`config.mk`:
```
export PLATFORM = sky130hd
export DESIGN_NAME = io_retry_resp
export DESIGN_NICKNAME = d
export VERILOG_FILES = /design/src/rtl/io_rr_pkg.sv /design/src/rtl/io_rr_slot.sv /design/src/rtl/io_rr_timer.sv /design/src/rtl/io_rr_resp.sv /design/src/rtl/io_retry_resp.sv
export SDC_FILE = /design/constraint.sdc
export NUM_CORES = 1
export LEC_CHECK = 0
export CORE_ASPECT_RATIO = 1.1
export CORE_MARGIN = 5
export CORE_UTILIZATION = 52
export DETAILED_ROUTE_END_ITERATION = 10
export DONT_BUFFER_PORTS = 1
export PLACE_DENSITY = 0.64
export SYNTH_ARGS = -nofsm -noshare
export SYNTH_HDL_FRONTEND = slang
export SYNTH_SLANG_ARGS = --single-unit
```
`constraint.sdc`:
```
create_clock -name clk -period 5.3 [get_ports clk]
set_clock_uncertainty 0.2 [all_clocks]
set_input_delay 1.06 -clock clk [delete_from_list [all_inputs] [get_ports clk]]
set_output_delay 1.06 -clock clk [all_outputs]
set_load 0.01 [all_outputs]
```
`src/rtl/io_rr_pkg.sv`:
```
package io_rr_pkg;
  typedef enum logic [1:0] {
    SL_IDLE = 2'd0,
    SL_BUSY = 2'd1,
    SL_DATA = 2'd2,
    SL_ERR  = 2'd3
  } slot_st_t;

  typedef enum logic [1:0] {
    RK_NONE  = 2'b00,
    RK_DATA  = 2'b01,
    RK_RETRY = 2'b10,
    RK_ERR   = 2'b11
  } rsp_kind_t;
endpackage

```
`src/rtl/io_rr_slot.sv`:
```
module io_rr_slot
  import io_rr_pkg::*;
#(
  parameter int ID_W   = 4,
  parameter int ADDR_W = 16,
  parameter int DATA_W = 32
) (
  input  logic              clk,
  input  logic              rst_n,
  input  logic              cmd_valid,
  input  logic [ID_W-1:0]   cmd_id,
  input  logic [ADDR_W-1:0] cmd_addr,
  input  logic              rmt_ack,
  input  logic [DATA_W-1:0] rmt_data,
  input  logic              tmo_fire,
  output slot_st_t          st,
  output logic [ID_W-1:0]   pend_id,
  output logic [ADDR_W-1:0] pend_addr,
  output logic [DATA_W-1:0] pend_data,
  output logic              ev_start,
  output logic              ev_hit,
  output logic              ev_fill
);
  function automatic logic owns_slot(input logic [ID_W-1:0] id, input logic [ADDR_W-1:0] addr,
                                     input logic [ID_W-1:0] pid, input logic [ADDR_W-1:0] paddr);
    return (id == pid) && (addr == paddr);
  endfunction

  logic holding;
  assign holding  = (st == SL_DATA) || (st == SL_ERR);
  assign ev_start = cmd_valid && (st == SL_IDLE);
  assign ev_hit   = cmd_valid && holding && owns_slot(cmd_id, cmd_addr, pend_id, pend_addr);
  assign ev_fill  = (st == SL_BUSY) && rmt_ack;

  slot_st_t st_nx;
  always_comb begin
    st_nx = st;
    unique case (st)
      SL_IDLE: if (ev_start) st_nx = SL_BUSY;
      SL_BUSY: begin
        if (ev_fill)       st_nx = SL_DATA;
        else if (tmo_fire) st_nx = SL_ERR;
      end
      default: if (ev_hit) st_nx = SL_IDLE;
    endcase
  end

  always_ff @(posedge clk) begin
    if (!rst_n) begin
      st        <= SL_IDLE;
      pend_id   <= '0;
      pend_addr <= '0;
      pend_data <= '0;
    end else begin
      st <= st_nx;
      if (ev_start) begin
        pend_id   <= cmd_id;
        pend_addr <= cmd_addr;
      end
      if (ev_fill)
        pend_data <= rmt_data;
      else if ((st == SL_BUSY) && tmo_fire)
        pend_data <= '0;
    end
  end

  AST_HOLD_CAPTURE: assert property (@(posedge clk) disable iff (!rst_n)
    (st != SL_IDLE && cmd_valid) |=> ($stable(pend_id) && $stable(pend_addr)));
  AST_FREE_AFTER_HIT: assert property (@(posedge clk) disable iff (!rst_n)
    ev_hit |=> (st == SL_IDLE));
  AST_STRAY_ACK: assert property (@(posedge clk) disable iff (!rst_n)
    (st != SL_BUSY && !ev_start && !ev_hit) |=> ($stable(st) && $stable(pend_data)));
endmodule

```
`src/rtl/io_rr_timer.sv`:
```
module io_rr_timer #(
  parameter int TMO_W = 16
) (
  input  logic             clk,
  input  logic             rst_n,
  input  logic             busy,
  input  logic             ack,
  input  logic [TMO_W-1:0] limit,
  output logic             tmo_fire
);
  logic [TMO_W-1:0] cnt;

  function automatic logic limit_reached(input logic [TMO_W-1:0] c, input logic [TMO_W-1:0] lim);
    return (lim != '0) && (c == lim - 1'b1);
  endfunction

  assign tmo_fire = busy && !ack && limit_reached(cnt, limit);

  always_ff @(posedge clk) begin
    if (!rst_n || !busy || ack) cnt <= '0;
    else if (!tmo_fire)         cnt <= cnt + 1'b1;
  end

  AST_CNT_BOUND: assert property (@(posedge clk) disable iff (!rst_n)
    (busy && limit != '0 && $stable(limit)) |-> (cnt < limit));
endmodule

```
`src/rtl/io_rr_resp.sv`:
```
module io_rr_resp
  import io_rr_pkg::*;
#(
  parameter int ID_W   = 4,
  parameter int DATA_W = 32
) (
  input  logic              clk,
  input  logic              rst_n,
  input  logic              cmd_valid,
  input  logic [ID_W-1:0]   cmd_id,
  input  logic              ev_hit,
  input  slot_st_t          st,
  input  logic [DATA_W-1:0] pend_data,
  output logic              rsp_valid,
  output logic [1:0]        rsp_kind,
  output logic [ID_W-1:0]   rsp_id,
  output logic [DATA_W-1:0] rsp_data
);
  function automatic rsp_kind_t pick_kind(input logic hit, input slot_st_t s);
    if (!hit)           return RK_RETRY;
    else if (s == SL_ERR) return RK_ERR;
    else                return RK_DATA;
  endfunction

  always_ff @(posedge clk) begin
    if (!rst_n) begin
      rsp_valid <= 1'b0;
      rsp_kind  <= RK_NONE;
      rsp_id    <= '0;
      rsp_data  <= '0;
    end else begin
      rsp_valid <= cmd_valid;
      rsp_kind  <= cmd_valid ? pick_kind(ev_hit, st) : RK_NONE;
      rsp_id    <= cmd_valid ? cmd_id : '0;
      rsp_data  <= (cmd_valid && ev_hit && st == SL_DATA) ? pend_data : '0;
    end
  end

  AST_ONE_RSP: assert property (@(posedge clk) disable iff (!rst_n)
    cmd_valid |=> (rsp_valid && rsp_id == $past(cmd_id)));
  AST_BUSY_RETRY: assert property (@(posedge clk) disable iff (!rst_n)
    (st == SL_BUSY && cmd_valid) |=> (rsp_kind == RK_RETRY));
endmodule

```
`src/rtl/io_retry_resp.sv`:
```
module io_retry_resp
  import io_rr_pkg::*;
#(
  parameter int ID_W   = 4,
  parameter int ADDR_W = 16,
  parameter int DATA_W = 32,
  parameter int TMO_W  = 16
) (
  input  logic              clk,
  input  logic              rst_n,
  input  logic              cmd_valid,
  input  logic [ID_W-1:0]   cmd_id,
  input  logic [ADDR_W-1:0] cmd_addr,
  input  logic [TMO_W-1:0]  tmo_limit,
  output logic              rsp_valid,
  output logic [1:0]        rsp_kind,
  output logic [ID_W-1:0]   rsp_id,
  output logic [DATA_W-1:0] rsp_data,
  output logic              rmt_req,
  output logic [ADDR_W-1:0] rmt_addr,
  input  logic              rmt_ack,
  input  logic [DATA_W-1:0] rmt_data
);
  slot_st_t          slot_st;
  logic [ID_W-1:0]   pend_id;
  logic [ADDR_W-1:0] pend_addr;
  logic [DATA_W-1:0] pend_data;
  logic              ev_start, ev_hit, ev_fill, tmo_fire;

  io_rr_slot #(.ID_W(ID_W), .ADDR_W(ADDR_W), .DATA_W(DATA_W)) u_slot (
    .clk(clk), .rst_n(rst_n), .cmd_valid(cmd_valid), .cmd_id(cmd_id), .cmd_addr(cmd_addr),
    .rmt_ack(rmt_ack), .rmt_data(rmt_data), .tmo_fire(tmo_fire), .st(slot_st),
    .pend_id(pend_id), .pend_addr(pend_addr), .pend_data(pend_data),
    .ev_start(ev_start), .ev_hit(ev_hit), .ev_fill(ev_fill)
  );

  io_rr_timer #(.TMO_W(TMO_W)) u_timer (
    .clk(clk), .rst_n(rst_n), .busy(slot_st == SL_BUSY), .ack(rmt_ack),
    .limit(tmo_limit), .tmo_fire(tmo_fire)
  );

  io_rr_resp #(.ID_W(ID_W), .DATA_W(DATA_W)) u_resp (
    .clk(clk), .rst_n(rst_n), .cmd_valid(cmd_valid), .cmd_id(cmd_id), .ev_hit(ev_hit),
    .st(slot_st), .pend_data(pend_data), .rsp_valid(rsp_valid), .rsp_kind(rsp_kind),
    .rsp_id(rsp_id), .rsp_data(rsp_data)
  );

  assign rmt_req  = (slot_st == SL_BUSY);
  assign rmt_addr = pend_addr;

  AST_REQ_HELD: assert property (@(posedge clk) disable iff (!rst_n)
    (rmt_req && !rmt_ack && !tmo_fire) |=> (rmt_req && $stable(rmt_addr)));
  AST_TMO_TO_ERR: assert property (@(posedge clk) disable iff (!rst_n)
    tmo_fire |=> (!rmt_req && slot_st == SL_ERR));
  AST_FILL_DROPS_REQ: assert property (@(posedge clk) disable iff (!rst_n)
    ev_fill |=> !rmt_req);
  AST_START_RAISES_REQ: assert property (@(posedge clk) disable iff (!rst_n)
    ev_start |=> (rmt_req && rmt_addr == $past(cmd_addr)));
endmodule

```
* Word-level counts from Yosys, hierarchy flattened
Cells that the tools add are included.
** Operators by class
- Eq/ne operators :: 8
- Add/sub/neg operators :: 2
- Multiply operators :: 0
- Order comparisons :: 0
- Reductions and logical operators :: 25
- Mux-type cells :: 9
- Shift-type cells :: 0
- Bitwise gates (word level) :: 0
- Divide/modulo/power cells :: 0
** Operators with widths (count)
- 32-bit two-way mux :: 2
- 16-bit == test :: 2
- 16-bit by 1-bit adder with 16-bit output (second input constant) :: 1
- 16-bit nonzero test :: 1
- 16-bit by 1-bit subtractor with 16-bit output (second input constant) :: 1
- 2-bit two-way mux :: 6
- 1-bit logical AND :: 11
- 3-bit AND reduction :: 2
- 2-bit == test (second input constant) :: 2
- 4-bit == test :: 1
- 2-bit one-hot mux with 2 select lines :: 1
- 2-bit AND reduction :: 2
- 1-bit zero test :: 3
- 1-bit logical OR :: 3
- 3-bit inequality test (second input constant) :: 1
- 3-bit nonzero test :: 1
- 2-bit by 1-bit == test with 1-bit output (second input constant) :: 1
- 2-bit zero test :: 1
- 2-bit inequality test (second input constant) :: 1
- 2-bit nonzero test :: 1
** Word-level totals
- RAM bits :: 0
- Bits in registers :: 109
- Latch bits :: 0
- Memories :: 0
- Word-level logic and storage cells :: 54
- ROM bits :: 0
- Input port bits :: 72
- Output and inout bits :: 56

* Depth between registers and ports, before layout
- Depth after elaboration :: 7
- Mapped depth :: 12
- Gate-level depth less buffers :: 9

* By module
From an unflattened synthesis, not the netlist that was laid out.
** Second synthesis, totals
- Cells, all modules :: 538
- Area total of the unflattened synthesis :: 4923.5 um^2
** Modules (own cells, without submodules)
- io_rr_slot :: instances 1, cells an instance 231, area each 2169.6 um^2, sequential area each 1081.0 um^2
- io_rr_timer :: instances 1, cells an instance 183, area each 1373.8 um^2, sequential area each 320.3 um^2
- io_rr_resp :: instances 1, cells an instance 123, area each 1366.3 um^2, sequential area each 780.7 um^2
- io_retry_resp :: instances 1, cells an instance 1, area each 13.8 um^2, sequential area each 0.0 um^2

* Worst setup path before layout
No wires, ideal clock.
- Kind :: input port to flip-flop
- Start point :: input port tmo_limit[0]
- End point :: register u_timer.cnt[1]
- Data required time :: 4.972 ns
- Stages on the path :: 12
- Arrival time :: 3.372 ns
- Setup slack :: 1.600 ns
- Setup time :: 0.128 ns
- Buffers on the path :: 3
- Cell sequence :: clkbuf_1 inv_1 ha_1 nor4b_4 a41oi_1 or4b_1 o211ai_1 nor4b_4 buf_6 buf_6 mux2i_1 nor2_1
** Between the ends
- Longest elaborated chain between the ends :: 4
- Elaborated cells on any way between the ends :: 5
- Classes of those cells :: 1 x add/sub; 1 x eq/ne; 3 x reduce/logical
** RTL lines
- from (decl) :: line io_retry_resp.sv:14 : input logic [TMO_W-1:0] tmo_limit,
- 16-bit by 1-bit subtractor with 16-bit output :: line io_rr_timer.sv:14 : return (lim != '0) && (c == lim - 1'b1);
- 16-bit == test :: line io_rr_timer.sv:14
- 1-bit logical AND * :: line io_rr_timer.sv:14
- 1-bit logical AND * :: line io_rr_timer.sv:17 : assign tmo_fire = busy && !ack && limit_reached(cnt, limit);
- to (signal assigned) :: line io_rr_timer.sv:21 : else if (!tmo_fire) cnt <= cnt + 1'b1;
- to (decl) :: line io_rr_timer.sv:11 : logic [TMO_W-1:0] cnt;
Every way passes the cells marked *; elsewhere a longest branch is shown, timed or not.
A chain may end at the register's enable or synchronous reset.

* Final worst setup path
- Start point :: input port tmo_limit[0]
- End point :: register u_slot.pend_data[15]
** Between the ends
- Longest elaborated chain between the ends :: 6
- Elaborated cells on any way between the ends :: 7
- Classes of those cells :: 1 x add/sub; 1 x eq/ne; 5 x reduce/logical
** RTL lines
- 16-bit by 1-bit subtractor with 16-bit output :: line io_rr_timer.sv:14
- 16-bit == test :: line io_rr_timer.sv:14
- 1-bit logical AND * :: line io_rr_timer.sv:14
- 1-bit logical AND * :: line io_rr_timer.sv:17
- 1-bit logical AND * :: line io_rr_slot.sv:62 : else if ((st == SL_BUSY) && tmo_fire)
- 2-bit nonzero test (no line) *
- to (signal assigned) :: line io_rr_slot.sv:61 : pend_data <= rmt_data;
- to (decl) :: line io_rr_slot.sv:19 : output logic [DATA_W-1:0] pend_data,
Marked as above.

==> flow_summary.rst <==
.. list-table::
   :header-rows: 1

   * - Metric
     - Value
   * - Run status
     - completed
   * - Layout filler cell count
     - 842
   * - Number of routed nets with antenna violations
     - 0
   * - Number of clock buffers inserted by TritonCTS
     - 9
   * - Post-synthesis compound-gate area fraction
     - 0.1231
   * - Antenna diode count
     - 0
   * - Residual DRC count
     - 0
   * - Placed Instances
     - 642
   * - Number of hold buffers added after cts
     - 0
   * - Required time reported for the critical path endpoint
     - between 5 and 6 ns
   * - Average via count per standard cell
     - 5.366
   * - Register-to-register setup slack
     - 2.26 ns
   * - Post-synth cell types
     - 42
   * - Hold WC Path Type
     - reg2reg
   * - Worst setup timing slack at the placement stage
     - 1.183 ns
   * - Cell depth of the worst min-delay path
     - 1
   * - First-pass iteration count of the detailed router
     - 4
   * - Pin count of the biggest net entering global routing
     - 62
   * - Library cell used as clock root buffer
     - clkbuf_8
   * - Starting density of the core
     - 0.5314
   * - Total global routing overflow
     - 0
   * - R2r worst-path depth
     - 8
   * - Detail Placement HPWL
     - just over 7 mm
   * - Arithmetic-cell share of the synthesized area counting full adders, half adders and majority gates
     - 0.005306
   * - Cell Count, Final, Fillers Out
     - 658
   * - Cell taking the most area after synthesis
     - dfxtp_1
   * - Number of flip-flops and latches in the synthesized netlist
     - 109
   * - Share of flip-flops with an asynchronous set or reset
     - 0
   * - Number of placement rows
     - 36
   * - Top-area cell type share of the netlist area
     - 0.4627
   * - Unrepaired setup endpoints after global routing
     - false
   * - Die Ht
     - between 100 and 150 um
   * - Fraction of the yosys area taken by sequential cells
     - 0.4627
   * - Critical Path Source Type
     - primary input
   * - Pleak
     - 1.801 nW
   * - Hold Path Sink
     - u_resp.rsp_data[16]
   * - Max IR drop VDD
     - between 0.15 and 0.2 mV
   * - Nets in the synthesized netlist
     - 627
   * - Total track usage
     - 0.1841
   * - CTS clock-pin slew for the worst setup and hold paths
     - 0.10 ns
   * - Synthesized instance count
     - 553
   * - Resized Gates After CTS
     - 0
   * - Critical path data arrival time
     - about 3.7 ns
   * - Fraction of the core area covered by cells at the end of the flow
     - 0.5580
   * - Number of global-route vias before repair
     - 3,318
   * - Source-to-sink clock delay at the later pin of the worst-skew pair
     - 0.36 ns
   * - End of the worst register-to-register path
     - u_slot.pend_data[15]
   * - Synth Flop Type
     - dfxtp_1
   * - Average footprint of a synthesized cell
     - 8.528 um^2
   * - Mux cell area share after synthesis
     - 0.006368
   * - Critical path endpoint category
     - flip-flop
   * - Critical path fanouts, max
     - 47
   * - Core Footprint
     - 8874 um^2
   * - Top area cells in the synthesized netlist
     - dfxtp_1, nand2_1, and2_1
   * - Wire length after detailed routing
     - roughly 9.9 mm
   * - Worst-case headroom to the max-slew limit
     - 0.2867
   * - Final clock period utilization by the worst path
     - 0.6907
   * - Areal power density over the cells
     - around 290 nW/um^2
   * - Number of H-tree levels
     - 3
   * - Final-layout setup total negative slack
     - 0 ns
   * - Number of endpoints failing setup at the final stage
     - 0
   * - Wire length of the first global-routing pass
     - 16.20 mm
   * - Slew @ Worst Pin
     - 1.067 ns
   * - Xor/xnor share of the synthesized area
     - 0.07058
   * - Count of boundary I/O pins
     - roughly 130
   * - Wire length per cell
     - 15.08 um
   * - Longest Clk Path Bufs
     - 2
   * - # nets final
     - slightly above 600
   * - Startpoint of the lowest-slack hold path
     - u_slot.pend_data[16]
   * - Instance area at placement
     - 4777 um^2
   * - Post-synthesis simple-gate area fraction
     - 0.2974
   * - Crit path time final
     - 3.661 ns
   * - Number of clock sinks seen by CTS
     - between 100 and 150
   * - Count of flip-flops with a built-in enable after synthesis
     - 0
   * - Number of antenna violations at the first check in global routing
     - 0
   * - Kind of critical path
     - in2reg
   * - Routability-driven placement congestion ratio
     - 0.8231
   * - Total vias in the final route
     - 3,531
   * - Postcts setup bufs
     - 0
   * - Cell area after synthesis
     - between 4000 and 5000 um^2
   * - Share of layout cells above drive strength 1
     - 0.04779
   * - Cell area after layout
     - 4951 um^2
   * - Initial drt markers
     - 121
   * - Source of the worst register-to-register timing path
     - u_slot.st[0]
   * - Number of buffers inserted by port buffering
     - 0
   * - Die X-Extent
     - 100.8 um
   * - Final hold viol count
     - 0
   * - Max cap viols
     - 0
   * - CTS tree
     - yes
   * - Fin worst setup slack
     - about 1.6 ns
   * - Dominant combinational cell family by area after synthesis
     - simple AND/OR/NAND/NOR gates
   * - Die area
     - 11,080 um^2
   * - Max-slew violation count
     - 0
   * - Highest clock rate
     - 0.2732 GHz
   * - Syn. warnings
     - 0
   * - Layout Area Growth over Synthesis
     - 4.988%
==> registers in the layout, summed over array words and instances, names as in the netlist <==
name / count
u_resp.rsp_data: 32
u_slot.pend_data: 32
u_slot.pend_addr: 16
u_timer.cnt: 16
u_resp.rsp_id: 4
u_slot.pend_id: 4
u_resp.rsp_kind: 2
u_slot.st: 2
u_resp.rsp_valid: 1
==> cell usage after synthesis (8+ instances only) <==
| master | n |
|---|---|
| a21boi_0 | 20 |
| a21oi_1 | 16 |
| o21ai_0 | 48 |
| nor2_1 | 10 |
| nand4_1 | 9 |
| nand3_1 | 10 |
| nand2_1 | 113 |
| or3_1 | 15 |
| clkbuf_1 | 23 |
| and2_1 | 66 |
| inv_1 | 9 |
| dfxtp_1 | 109 |
| xor2_1 | 12 |
| and3_1 | 8 |
| xnor2_1 | 26 |
==> worst max-delay path, stage by stage <==
cell and delay [ns]:
inv_1 0.04, ha_1 0.20, nor4b_4 0.35, a41oi_1 0.20, or4b_1 0.52, o211ai_1 0.10, nor4b_4 0.69, buf_12 0.29
o21ai_0 0.12, and2_1 0.16
==> per-stage QoR <==
stage	total power, mW	hold slack [ns]
after global routing	1.493	0.2737
after CTS	1.439	0.2611
after global placement	0.9822	0.2380
after detailed placement	0.9860	0.2377
final	1.422	0.2580
after floorplan	0.9689	0.2296
==> layer usage <==
metal,global-route usage,share of wire,vias up
met5,0,0,-
met4,0.06160,0.0089,0
met3,0.06155,0.074,7
met2,0.3024,0.48,89
met1,0.2263,0.44,1611
li1,-,-,1824
==> kinds of logic (layout without fill, tap and decap cells) <==
kind of cell / count (synthesis) / after routing
simple gates: 265 / 265
flops: 109 / 109
compound gates: 98 / 98
xor+xnor: 38 / 38
buf+inv: 38 / 29
mux: 3 / 3
fa+ha+maj: 2 / 2
==> cells in the final DEF, fill, tap and decap left out, types with 6 or more instances in the layout <==
master / count
a21boi_0: 20
nand2_1: 113
xnor2_1: 26
and3_1: 8
or3_1: 15
dfxtp_1: 109
xor2_1: 12
nor4_1: 6
clkbuf_8: 9
and2_1: 66
inv_1: 9
o21ai_0: 48
nor2_1: 10
nand4_1: 9
a21oi_1: 16
nand3_1: 10
==> how the worst max path moves through the flow <==
| stage | end | slack, ns | startpoint | cells past startpoint |
|---|---|---|---|---|
| finish | u_slot.pend_data[15] | 1.64 | tmo_limit[0] | 10 |
| detailed placement | u_slot.pend_data[8] | 1.18 | tmo_limit[0] | 10 |
| CTS | u_timer.cnt[1] | 1.60 | tmo_limit[0] | 10 |
| floorplan | u_timer.cnt[1] | 1.60 | tmo_limit[0] | 12 |
| global placement | u_timer.cnt[1] | 1.27 | tmo_limit[0] | 10 |
| global route | u_timer.cnt[1] | 1.34 | tmo_limit[1] | 10 |
==> cell type report <==
| cell class | instances | area [um^2] | area share |
|---|---|---|---|
| Timing Repair Buffer | 4 | 42.54 | 0.008592 |
| Multi-Input combinational cell | 406 | 2376 | 0.4799 |
| Inverter | 9 | 33.78 | 0.006823 |
| Tap cell | 114 | 142.6 | 0.02881 |
| Sequential cell | 109 | 2182 | 0.4407 |
| Clock inverter | 7 | 50.05 | 0.01011 |
| Clock buffer | 9 | 123.9 | 0.02502 |
==> power by group <==
part	leakage (nW)	internal (mW)	switching [mW]
clock network	0.0873	0.173	0.283
registers	0.884	0.842	0.0227
logic	0.829	0.0476	0.0526
total	1.80	1.06	0.358
(Power assumes the default switching activity.)
